**src/rtl/xe_pkg.sv**
```systemverilog
package xe_pkg;

  localparam int XE_MW    = 3;
  localparam int XE_NBANK = 5;
  localparam int XE_BW    = $clog2(XE_NBANK);

  typedef logic [XE_MW-1:0] xe_mode_t;

  // Mode codes held in the low status bits
  localparam xe_mode_t XE_M_USR = 3'd0;
  localparam xe_mode_t XE_M_SYS = 3'd1;
  localparam xe_mode_t XE_M_PRV = 3'd2;
  localparam xe_mode_t XE_M_TRP = 3'd3;
  localparam xe_mode_t XE_M_EXT = 3'd4;
  localparam xe_mode_t XE_M_IRQ = 3'd5;

  // Exception kind codes
  localparam logic [2:0] XE_X_PRIV  = 3'd0;
  localparam logic [2:0] XE_X_ITRAP = 3'd1;
  localparam logic [2:0] XE_X_DTRAP = 3'd2;
  localparam logic [2:0] XE_X_INTR  = 3'd3;

  // Write-port register selectors
  localparam logic [1:0] XE_W_R29  = 2'd0;
  localparam logic [1:0] XE_W_R30  = 2'd1;
  localparam logic [1:0] XE_W_BSR  = 2'd2;
  localparam logic [1:0] XE_W_STAT = 2'd3;

endpackage

```
**src/rtl/xe_vector_map.sv**
```systemverilog
module xe_vector_map
  import xe_pkg::*;
#(
  parameter int              DW         = 32,
  parameter logic [DW-1:0]   HIVEC_BASE = 'hFFFF_0000
) (
  input  logic [2:0]    kind_i,
  input  logic          hivec_i,
  output logic          valid_o,
  output xe_mode_t      mode_o,
  output logic [DW-1:0] vec_o
);

  localparam int OFFW = 5;

  logic [OFFW-1:0] offset;

  always_comb begin
    valid_o = 1'b1;
    mode_o  = XE_M_PRV;
    offset  = '0;
    case (kind_i)
      XE_X_PRIV:  begin mode_o = XE_M_PRV; offset = 5'h08; end
      XE_X_ITRAP: begin mode_o = XE_M_TRP; offset = 5'h0C; end
      XE_X_DTRAP: begin mode_o = XE_M_TRP; offset = 5'h10; end
      XE_X_INTR:  begin mode_o = XE_M_IRQ; offset = 5'h18; end
      default:    begin valid_o = 1'b0; mode_o = XE_M_USR; offset = '0; end
    endcase
  end

  assign vec_o = DW'(offset) + (hivec_i ? HIVEC_BASE : '0);

endmodule

```
**src/rtl/xe_bank_map.sv**
```systemverilog
module xe_bank_map
  import xe_pkg::*;
(
  input  xe_mode_t         mode_i,
  output logic [XE_BW-1:0] bank_o
);

  always_comb begin
    case (mode_i)
      XE_M_PRV: bank_o = XE_BW'(1);
      XE_M_TRP: bank_o = XE_BW'(2);
      XE_M_EXT: bank_o = XE_BW'(3);
      XE_M_IRQ: bank_o = XE_BW'(4);
      default:  bank_o = XE_BW'(0);  // user, system and unused codes
    endcase
  end

endmodule

```
**src/rtl/xe_bank_file.sv**
```systemverilog
module xe_bank_file
  import xe_pkg::*;
#(
  parameter int DW    = 32,
  parameter int NBANK = XE_NBANK
) (
  input  logic             clk,
  input  logic             rst_n,
  input  logic             st_en_i,
  input  logic [XE_BW-1:0] st_idx_i,
  input  logic [DW-1:0]    st_r29_i,
  input  logic [DW-1:0]    st_r30_i,
  input  logic [DW-1:0]    st_bsr_i,
  input  logic [XE_BW-1:0] ld_idx_i,
  output logic [DW-1:0]    ld_r29_o,
  output logic [DW-1:0]    ld_r30_o,
  output logic [DW-1:0]    ld_bsr_o
);

  logic [DW-1:0] b29 [NBANK];
  logic [DW-1:0] b30 [NBANK];
  logic [DW-1:0] bsr [NBANK];

  for (genvar g = 0; g < NBANK; g++) begin : g_bank
    logic hit;
    assign hit = st_en_i && (st_idx_i == XE_BW'(g));
    always_ff @(posedge clk or negedge rst_n) begin
      if (!rst_n) begin
        b29[g] <= '0;
        b30[g] <= '0;
        bsr[g] <= '0;
      end else if (hit) begin
        b29[g] <= st_r29_i;
        b30[g] <= st_r30_i;
        bsr[g] <= st_bsr_i;
      end
    end
  end

  always_comb begin
    ld_r29_o = '0;
    ld_r30_o = '0;
    ld_bsr_o = '0;
    for (int i = 0; i < NBANK; i++) begin
      if (ld_idx_i == XE_BW'(i)) begin
        ld_r29_o = b29[i];
        ld_r30_o = b30[i];
        ld_bsr_o = bsr[i];
      end
    end
  end

  AST_BANK_INDEX_LEGAL: assert property (@(posedge clk) disable iff (!rst_n)
    st_en_i |-> (st_idx_i < XE_BW'(NBANK)) && (ld_idx_i < XE_BW'(NBANK))) else $error("bank index");

endmodule

```
**src/rtl/xe_exc_entry.sv**
```systemverilog
module xe_exc_entry
  import xe_pkg::*;
#(
  parameter int            DW         = 32,
  parameter int            IBIT       = 7,
  parameter logic [DW-1:0] HIVEC_BASE = 'hFFFF_0000
) (
  input  logic          clk,
  input  logic          rst_n,
  input  logic          exc_req_i,
  input  logic [2:0]    exc_type_i,
  input  logic [DW-1:0] pc_i,
  input  logic          hivec_i,
  input  logic          wr_en_i,
  input  logic [1:0]    wr_sel_i,
  input  logic [DW-1:0] wr_data_i,
  output logic [DW-1:0] status_o,
  output logic [DW-1:0] r29_o,
  output logic [DW-1:0] r30_o,
  output logic [DW-1:0] bsr_o,
  output logic [DW-1:0] new_pc_o,
  output logic          done_o,
  output logic          err_o
);

  localparam logic [DW-1:0] ST_RESET = (DW'(1) << IBIT) | DW'(XE_M_PRV);

  // Reset: asserted asynchronously, released on the clock
  logic [1:0] rsync_q;
  logic       rst_q;

  always_ff @(posedge clk or negedge rst_n) begin
    if (!rst_n) rsync_q <= 2'b00;
    else        rsync_q <= {rsync_q[0], 1'b1};
  end
  assign rst_q = rsync_q[1];

  // Architectural state
  logic [DW-1:0] r29_q, r30_q, bsr_q, status_q, pc_q;
  logic          done_q, err_q;

  // Decode
  xe_mode_t         old_mode, exc_mode, tgt_mode;
  logic             vec_ok;
  logic [DW-1:0]    vec_addr;
  logic [XE_BW-1:0] old_bank, new_bank;
  logic             accept, bad, wr_go, st_wr, swap;
  logic [DW-1:0]    ld_r29, ld_r30, ld_bsr;

  assign old_mode = status_q[XE_MW-1:0];

  xe_vector_map #(.DW(DW), .HIVEC_BASE(HIVEC_BASE)) u_vec (
    .kind_i  (exc_type_i),
    .hivec_i (hivec_i),
    .valid_o (vec_ok),
    .mode_o  (exc_mode),
    .vec_o   (vec_addr)
  );

  always_comb begin
    accept   = exc_req_i & vec_ok;
    bad      = exc_req_i & ~vec_ok;
    wr_go    = wr_en_i & ~exc_req_i;
    st_wr    = wr_go && (wr_sel_i == XE_W_STAT);
    tgt_mode = accept ? exc_mode : wr_data_i[XE_MW-1:0];
  end

  xe_bank_map u_map_old (.mode_i(old_mode), .bank_o(old_bank));
  xe_bank_map u_map_new (.mode_i(tgt_mode), .bank_o(new_bank));

  assign swap = (accept | st_wr) && (old_bank != new_bank);

  xe_bank_file #(.DW(DW), .NBANK(XE_NBANK)) u_banks (
    .clk      (clk),
    .rst_n    (rst_q),
    .st_en_i  (swap),
    .st_idx_i (old_bank),
    .st_r29_i (r29_q),
    .st_r30_i (r30_q),
    .st_bsr_i (bsr_q),
    .ld_idx_i (new_bank),
    .ld_r29_o (ld_r29),
    .ld_r30_o (ld_r30),
    .ld_bsr_o (ld_bsr)
  );

  // Next-state logic with explicit clock enables
  logic          r29_en, r30_en, bsr_en, st_en, pc_en;
  logic [DW-1:0] r29_d, r30_d, bsr_d, st_d, pc_d;

  always_comb begin
    r29_en = 1'b0; r29_d = r29_q;
    if (swap) begin
      r29_en = 1'b1; r29_d = ld_r29;
    end else if (wr_go && (wr_sel_i == XE_W_R29)) begin
      r29_en = 1'b1; r29_d = wr_data_i;
    end

    r30_en = 1'b0; r30_d = r30_q;
    if (accept) begin
      r30_en = 1'b1; r30_d = pc_i;
    end else if (swap) begin
      r30_en = 1'b1; r30_d = ld_r30;
    end else if (wr_go && (wr_sel_i == XE_W_R30)) begin
      r30_en = 1'b1; r30_d = wr_data_i;
    end

    bsr_en = 1'b0; bsr_d = bsr_q;
    if (accept) begin
      bsr_en = 1'b1; bsr_d = status_q;
    end else if (swap) begin
      bsr_en = 1'b1; bsr_d = ld_bsr;
    end else if (wr_go && (wr_sel_i == XE_W_BSR)) begin
      bsr_en = 1'b1; bsr_d = wr_data_i;
    end

    st_en = 1'b0; st_d = status_q;
    if (accept) begin
      st_en             = 1'b1;
      st_d[XE_MW-1:0]   = exc_mode;
      st_d[IBIT]        = 1'b1;
    end else if (st_wr) begin
      st_en = 1'b1; st_d = wr_data_i;
    end

    pc_en = accept;
    pc_d  = vec_addr;
  end

  // Registers
  always_ff @(posedge clk or negedge rst_q) begin
    if (!rst_q) begin
      r29_q <= '0;
    end else if (r29_en) begin
      r29_q <= r29_d;
    end
  end

  always_ff @(posedge clk or negedge rst_q) begin
    if (!rst_q) begin
      r30_q <= '0;
    end else if (r30_en) begin
      r30_q <= r30_d;
    end
  end

  always_ff @(posedge clk or negedge rst_q) begin
    if (!rst_q) begin
      bsr_q <= '0;
    end else if (bsr_en) begin
      bsr_q <= bsr_d;
    end
  end

  always_ff @(posedge clk or negedge rst_q) begin
    if (!rst_q) begin
      status_q <= ST_RESET;
    end else if (st_en) begin
      status_q <= st_d;
    end
  end

  always_ff @(posedge clk or negedge rst_q) begin
    if (!rst_q) begin
      pc_q <= '0;
    end else if (pc_en) begin
      pc_q <= pc_d;
    end
  end

  always_ff @(posedge clk or negedge rst_q) begin
    if (!rst_q) begin
      done_q <= 1'b0;
      err_q  <= 1'b0;
    end else begin
      done_q <= accept;
      err_q  <= bad;
    end
  end

  assign status_o = status_q;
  assign r29_o    = r29_q;
  assign r30_o    = r30_q;
  assign bsr_o    = bsr_q;
  assign new_pc_o = pc_q;
  assign done_o   = done_q;
  assign err_o    = err_q;

  // Checks next to the logic they guard
  AST_R30_TAKES_PC: assert property (@(posedge clk) disable iff (!rst_q)
    accept |=> r30_q == $past(pc_i)) else $error("r30 after entry");

  AST_BSR_TAKES_STATUS: assert property (@(posedge clk) disable iff (!rst_q)
    accept |=> bsr_q == $past(status_q)) else $error("bsr after entry");

  AST_IBIT_ON_ENTRY: assert property (@(posedge clk) disable iff (!rst_q)
    done_q |-> status_q[IBIT]) else $error("interrupt-disable bit");

  AST_SAME_MODE_KEEPS_R29: assert property (@(posedge clk) disable iff (!rst_q)
    (accept && (exc_mode == old_mode)) |=> r29_q == $past(r29_q)) else $error("same-mode swap");

  AST_BAD_KIND_HOLDS: assert property (@(posedge clk) disable iff (!rst_q)
    bad |=> $stable(status_q) && $stable(pc_q) && $stable(r29_q) && $stable(r30_q) && $stable(bsr_q))
    else $error("state moved on bad kind");

  AST_DONE_ERR_EXCLUSIVE: assert property (@(posedge clk) disable iff (!rst_q)
    !(done_q && err_q)) else $error("done with error");

  AST_DONE_FOLLOWS_REQ: assert property (@(posedge clk) disable iff (!rst_q)
    done_q |-> $past(exc_req_i)) else $error("done without request");

  AST_VECTOR_ALIGNED: assert property (@(posedge clk) disable iff (!rst_q)
    done_q |-> (pc_q[1:0] == 2'b00)) else $error("vector alignment");

endmodule

```
**config.mk**
```make
export PLATFORM = sky130hd
export DESIGN_NAME = xe_exc_entry
export DESIGN_NICKNAME = d
export VERILOG_FILES = /design/src/rtl/xe_pkg.sv /design/src/rtl/xe_vector_map.sv /design/src/rtl/xe_bank_map.sv /design/src/rtl/xe_bank_file.sv /design/src/rtl/xe_exc_entry.sv
export SDC_FILE = /design/constraint.sdc
export NUM_CORES = 1
export LEC_CHECK = 0
export BUFFER_PORTS_ARGS = -buffer_cell sky130_fd_sc_hd__buf_2
export CAP_MARGIN = 20
export CORE_MARGIN = 2
export CORE_UTILIZATION = 50
export CTS_BUF_LIST = sky130_fd_sc_hd__clkbuf_4 sky130_fd_sc_hd__clkbuf_8 sky130_fd_sc_hd__clkbuf_16
export DETAILED_ROUTE_END_ITERATION = 16
export HOLD_SLACK_MARGIN = 0.02
export PLACE_DENSITY_LB_ADDON = 0.2
export SYNTH_ARGS = -nofsm -noshare
export SYNTH_HDL_FRONTEND = slang
export SYNTH_HIERARCHICAL = 1
export SYNTH_SLANG_ARGS = --single-unit
```
**constraint.sdc**
```tcl
create_clock -name clk -period 23.7 [get_ports clk]
set_input_delay 1.185 -clock clk [delete_from_list [all_inputs] [get_ports clk]]
set_output_delay 1.185 -clock clk [all_outputs]
set_load 0.005 [all_outputs]
```
### After elaboration in Yosys (flattened, before gate mapping)

Index checks and enable logic that the tools add are counted.

| operators by class | value |
|---|---|
| mux-type cells | 43 |
| eq/ne operators | 23 |
| bitwise logic cells | 7 |
| reduce and logical (&&, ||, !) cells | 25 |
| $add $sub $neg | 1 |

Operators with widths:

| cell | count |
|---|---|
| 2-to-1 mux 32 bit | 24 |
| adder 5 x 32 -> 32 bit | 1 |
| == test 3 x 2 -> 1 bit (second input constant) | 10 |
| one-hot mux 3 bit (4 select lines) | 2 |
| one-hot mux 5 bit (4 select lines) | 1 |
| == test 3 bit (second input constant) | 6 |
| 2-to-1 mux 1 bit | 12 |
| logical AND 1 bit | 10 |
| == test 3 x 1 -> 1 bit (second input constant) | 3 |
| zero test 3 bit | 3 |
| one-hot mux 3 bit (3 select lines) | 1 |
| 2-to-1 mux 8 bit | 1 |
| AND reduction 2 bit | 4 |
| 2-to-1 mux 3 bit | 2 |
| nonzero test 3 bit | 2 |
| == test 2 bit (second input constant) | 2 |
| nonzero test 2 bit | 2 |
| OR reduction 4 bit | 1 |
| AND 1 bit | 3 |
| != test 3 bit | 1 |
| NOT 1 bit | 3 |
| AND reduction 3 bit | 1 |
| == test 2 x 1 -> 1 bit (second input constant) | 1 |
| zero test 2 bit | 1 |
| 2 further kinds | 2 |

| storage, ports and cells | value |
|---|---|
| input bits | 74 |
| logic and storage cells | 123 |
| bits in registers | 644 |

### Depth between registers and ports, before layout

| depth | value |
|---|---|
| depth after elaboration | 15 |
| depth in mapped cells | 16 |

### Modules after synthesis

Netlist, hierarchy kept.

Modules (own cells, without submodules):

| module | cells an instance | seq. area each (sq um) | times used | area an instance (sq um) |
|---|---|---|---|---|
| xe_bank_file | 1577 | 12011.5 | 1 | 21418.0 |
| xe_exc_entry | 723 | 4106.4 | 1 | 7534.7 |
| xe_vector_map | 39 | 0.0 | 1 | 266.5 |
| xe_bank_map | 7 | 0.0 | 2 | 36.3 |

### Worst setup path after synthesis

OpenSTA, ideal clock, no wires.

| timing path | value |
|---|---|
| kind | input-to-reg |
| start | in exc_type_i[2] |
| end | reg u_banks/b29[128] (netlist bit) |
| cell stages on the path | 15 |
| path slack | 19344 ps |
| buffers on the path | 5 |
| required time | 23575 ps |
| data arrival time | 4231 ps |
| path through | inv_2 nand2_1 clkbuf_1 nand2_1 nand2_1 nand2_1 nor2_1 xnor2_1 a32oi_1 buf_2 buf_1 nor4b_4 buf_2 buf_4 mux2_2 |

| between the ends | value |
|---|---|
| longest elaborated chain between the ends | 10 |
| elaborated cells on any way between the ends | 19 |
| those cells by class | eq/ne: 8; mux: 4; bitwise: 2; reduce/logical: 5 |

RTL lines:

| what | RTL line | source |
|---|---|---|
| start: declaration | xe_exc_entry.sv:11 | `input logic [2:0] exc_type_i,` |
| == test 3 x 1 -> 1 bit, or another cell as far along | xe_vector_map.sv:22 | `case (kind_i)` |
| OR reduction 4 bit (no source line) | -- |  |
| 2-to-1 mux 1 bit | xe_vector_map.sv:22 |  |
| AND 1 bit | xe_exc_entry.sv:61 | `accept = exc_req_i & vec_ok;` |
| 2-to-1 mux 3 bit * | xe_exc_entry.sv:65 | `tgt_mode = accept ? exc_mode : wr_data_i[XE_MW-1:0];` |
| named net tgt_mode[2] | xe_exc_entry.sv:43 | `xe_mode_t old_mode, exc_mode, tgt_mode;` |
| == test 3 bit / == test 3 x 2 -> 1 bit (equally long branches) | xe_bank_map.sv:9 | `case (mode_i)` |
| one-hot mux 3 bit (4 select lines) * | xe_bank_map.sv:9 |  |
| named net new_bank[2] | xe_exc_entry.sv:46 | `logic [XE_BW-1:0] old_bank, new_bank;` |
| != test 3 bit * | xe_exc_entry.sv:71 | `assign swap = (accept \| st_wr) && (old_bank != new_bank);` |
| logical AND 1 bit * | xe_exc_entry.sv:71 |  |
| named net swap | xe_exc_entry.sv:47 | `logic accept, bad, wr_go, st_wr, swap;` |
| logical AND 1 bit * | xe_bank_file.sv:26 | `assign hit = st_en_i && (st_idx_i == XE_BW'(g));` |
| end signal: indexed assignment | xe_bank_file.sv:33 | `b29[g] <= st_r29_i;` |
| end: declaration | xe_bank_file.sv:20 | `logic [DW-1:0] b29 [NBANK];` |

The timed path passes the listed nets; every way through them passes the cells marked *.
A chain may end at the register's enable or synchronous reset.

### Final worst setup path

| timing path | value |
|---|---|
| start | in exc_type_i[2] |
| end | reg u_banks/bsr[16] (netlist bit) |

| between the ends | value |
|---|---|
| longest elaborated chain between the ends | 10 |
| elaborated cells on any way between the ends | 19 |
| those cells by class | eq/ne: 8; mux: 4; bitwise: 2; reduce/logical: 5 |

RTL lines:

| what | RTL line | source |
|---|---|---|
| == test 3 x 1 -> 1 bit, or another cell as far along | xe_vector_map.sv:22 |  |
| OR reduction 4 bit (no source line) * | -- |  |
| 2-to-1 mux 1 bit * | xe_vector_map.sv:22 |  |
| named net vec_ok | xe_exc_entry.sv:44 | `logic vec_ok;` |
| AND 1 bit * | xe_exc_entry.sv:61 |  |
| 2-to-1 mux 3 bit * | xe_exc_entry.sv:65 |  |
| named net tgt_mode[2] | xe_exc_entry.sv:43 |  |
| == test 3 bit / == test 3 x 2 -> 1 bit (equally long branches) | xe_bank_map.sv:9 |  |
| one-hot mux 3 bit (4 select lines) * | xe_bank_map.sv:9 |  |
| named net new_bank[2] | xe_exc_entry.sv:46 |  |
| != test 3 bit * | xe_exc_entry.sv:71 |  |
| logical AND 1 bit * | xe_exc_entry.sv:71 |  |
| logical AND 1 bit * | xe_bank_file.sv:26 |  |
| end signal: indexed assignment | xe_bank_file.sv:35 | `bsr[g] <= st_bsr_i;` |
| end: declaration | xe_bank_file.sv:22 | `logic [DW-1:0] bsr [NBANK];` |

Marks and branches as above.

==> impl_metrics.ini <==
[global_route]
grt_pass1_wl_mm = 128
globalRoute.totalOverflow = 0
antenna_found_initial = 9
via_count_of_the_first_global_routing_pass = 20700
globalRouteTotalUtil_pct = 28.2
grt_max_degree = 138

[die]
core-area_um2 = 57800
fp.dieW_um = 246
floorplan.io_pins = 236
start_util_pct = 50.7
die_area_um2 = 60500
die_height_um = 246
floorplan.rows = 88

[cts]
clockBufferDepth = 3
ctsResizeCount = 0
tritoncts = built
clkSlewWorstSetupHoldPaths_ns = 0.06
clk_latency_ns = 0.61
cts_buffers = 70
clock_sinks = 644
h_tree_depth_reported_by_cts = 3
root_buffer = clkbuf_16
post_cts_hold_buffer_count = 0
postCtsSetupBuffers = 0

[worst_setup_path]
critical_path.max_stage_delay_ns = 0.84
slowest_stage_cell_on_the_critical_path = buf_4
cp_common_cell = nand2_1
critical_path.cell_chain = buf_2, inv_2, nand2_4, buf_4, nand2_1, nand2_1, nand2_1, nor2_1, xnor2_1, a32oi_4, buf_4, nand2_1, nor3_4, buf_4, mux2_2
cp_data_required_time_ns = 24.18
r2r_setup_slack_ns = 19.15
cp_max_fo = 69
worstRegToRegCells = 9
cp_data_arrival_time_ns = 6.73
setup.worst_path.start_class = input port
rr_endpoint = u_banks/bsr[16]$_DFFE_PN0P_
timing.critical_path.to_type = flop
regToRegStartpoint = status_o[1]$_DFFE_PN1P_
criticalPathCategory = in -> reg

[timing]
fin_tns_setup_ns = 0
hold_ws_ns = 0.153
drv_slew = 0
unrepaired_setup_endpoints_after_global_routing = no
setup-violations-final = 0
final_period_minus_worst_setup_slack_ns = 6.25
max_freq_mhz = 160
worstMarginPinSlew_ns = 1.15
timing.slew.headroom_pct = 23.0
fin_worst_skew_ns = 0.0229
finalCritPeriodShare_pct = 26.4
final.setup.worst_slack_ns = 17.45
final_number_of_hold_violating_endpoints = 0

[detailed_routing]
via_per_inst = 5.99
final_antenna_net_count = 0
postRouteWirelength_mm = 84.8
drt_iter0_drc = 1430
post_drt_wl_per_cell_um = 25.5
detailroute.via_count = 19900
drtPass1Iterations = 6
remaining_drc_errors = 0

[power_and_ir_drop]
p_leak_nw = 14.9
max-vdd-ir-drop_mv = 0.0766
power.density_nw_per_um2 = 118

[finish]
postLayoutCellArea_um2 = 33300
multi_input_comb_area_um2 = 12200
post_route_cells_drive_above_1_share_pct = 40.2
design.final.nets = 2580
register_area_um2 = 16100
syn_to_final_growth_pct = 13.8
fillerInstances = 4718

[logic_synthesis]
synth-simple-area-share_pct = 6.95
synth_xor_area_share_pct = 0.150
synth_sequential_area_ratio_pct = 55.0
combinational_family_with_the_most_area_after_synthesis = multiplexers
synth-seq-cells = 644
netlist_area_um2 = 29300
yosys_warnings = 6
netlist-cell-type-count = 39
gate_count_of_the_mapped_netlist = 2353
most_area_hungry_cell_type_in_the_yosys_netlist = dfrtp_1
syn_area_per_cell_um2 = 12.4
synth.top_cell.area_share_pct = 54.8
dominant_cells_by_area_after_synthesis = dfrtp_1 55%, mux2_2 23%, mux2i_1 3.3%
muxShareOfSynthArea_pct = 26.6
fraction_of_the_mapped_netlist_area_in_compound_gates_pct = 7.35
synth_fa_ha_area_share_pct = 0

[placed_design]
placed_cell_area_um2 = 30800
numPortBuffers = 235
place_worst_setup_slack_ns = 16.91
gpl.final_weighted_congestion = 0.800
dp_hpwl_mm = 50.3

[outcome]
status = completed

[flow_run]
cap_violations = 0

[hold_path]
worstHoldPathType = reg -> async
-- layer usage --
layer | global-route usage (%) | up-vias | share of wire (%)
met5 | 0 | - | 0.053
met4 | 11.2 | 8 | 3.9
met3 | 6.61 | 161 | 7.4
met2 | 44.9 | 668 | 47
met1 | 37.3 | 10300 | 41
li1 | - | 8763 | -
-- stage by stage --
stage | utilization, % | power (W) | std cells
after detailed placement | 53.3 | 0.00279 | 3196
after CTS | 57.5 | 0.00394 | 3318
after global placement | 53.3 | 0.00272 | 3196
after floorplan | - | 0.00247 | 2365
final | 57.7 | 0.00392 | 3324
after global routing | 57.6 | 0.00413 | 3321
-- sequential cells by signal, indices dropped and copies added (netlist names) --
register / count
new_pc_o: 32
r30_o: 32
u_banks/bsr: 160
bsr_o: 32
u_banks/b30: 160
status_o: 32
r29_o: 32
u_banks/b29: 160
done_o: 1
err_o: 1
rsync_q: 2
-- worst max-delay path, delay by kind of cell --
kind	cells	cell delay (ns)
and+or+nand+nor	7	1.86
xor gates and xnor gates	1	0.45
AOI/OAI and AO/OA	1	0.32
buffers and inverters	5	2.38
muxes	1	0.42
-- layout make-up --
cell class / count / share of cell area, %
diodes: 3 / 0.0225
clock buffers: 107 / 6.68
clock inverters: 15 / 0.604
inverters: 3 / 0.0413
multi-input cells: 1511 / 36.7
flip-flops and latches: 644 / 48.4
well taps: 765 / 2.87
repair buffers: 276 / 4.67
-- cell usage in the layout (no fill, tap or decap), drive strengths merged, types with 14 or more instances in the layout --
| master | count |
|---|---|
| a211oi | 64 |
| a31oi | 97 |
| a32oi | 97 |
| buf | 276 |
| clkbuf | 107 |
| conb | 14 |
| dfrtp | 642 |
| mux2 | 607 |
| mux2i | 97 |
| nand2 | 241 |
| nor2 | 168 |
| nor3 | 66 |
| o21ai | 32 |
-- cells by family (layout without fill, tap and decap cells) --
| logic type | count (synthesis) | in the layout |
|---|---|---|
| multiplexers | 704 | 704 |
| flip-flops | 644 | 644 |
| AND/OR/NAND/NOR | 492 | 492 |
| AO/OA/AOI/OAI | 296 | 296 |
| buffers and inverters | 210 | 401 |
| XOR/XNOR | 5 | 5 |
| other | 2 | 17 |
-- where the power goes --
group | internal (W) | total [W] | switching [W] | leakage [nW]
Combinational | 0.000537 | 0.000953 | 0.000416 | 5.70
Clock | 0.000691 | 0.00114 | 0.000445 | 1.21
Sequential | 0.00154 | 0.00183 | 0.000295 | 8.04
-- cells in the mapped netlist, drive strengths merged --
cell,count
a21oi,2
and3b,1
buf,124
nand4b,2
nand3b,2
a41oi,2
nor2,168
nand2,241
and2b,1
o22ai,2
dfstp,2
nor3,66
a211oi,64
and3,1
a31oi,97
nor3b,1
nor4b,2
inv,3
mux2i,97
nor2b,2
conb,2
mux2,607
a32oi,97
dfrtp,642
or3b,1
o21ai,32
nand2b,2
clkbuf,83
xnor2,5
nor4bb,2
-- worst max-delay path by stage --
stage                          from                     endpoint  slack (ns)  depth (start not counted)
2_1_floorplan  rsync_q[1]$_DFF_PN0_         bsr_o[0]$_DFFE_PN0P_        4.42                          0
3_3_place_gp          exc_type_i[2]  u_banks/bsr[19]$_DFFE_PN0P_       17.01                         15
3_5_place_dp          exc_type_i[2]  u_banks/bsr[18]$_DFFE_PN0P_       16.91                         15
4_1_cts               exc_type_i[2]  u_banks/bsr[18]$_DFFE_PN0P_       17.53                         15
5_1_grt               exc_type_i[2]  u_banks/bsr[14]$_DFFE_PN0P_       17.04                         15
6_report              exc_type_i[2]  u_banks/bsr[16]$_DFFE_PN0P_       17.45                         15
No activity file was read; power rests on OpenSTA's default activity.
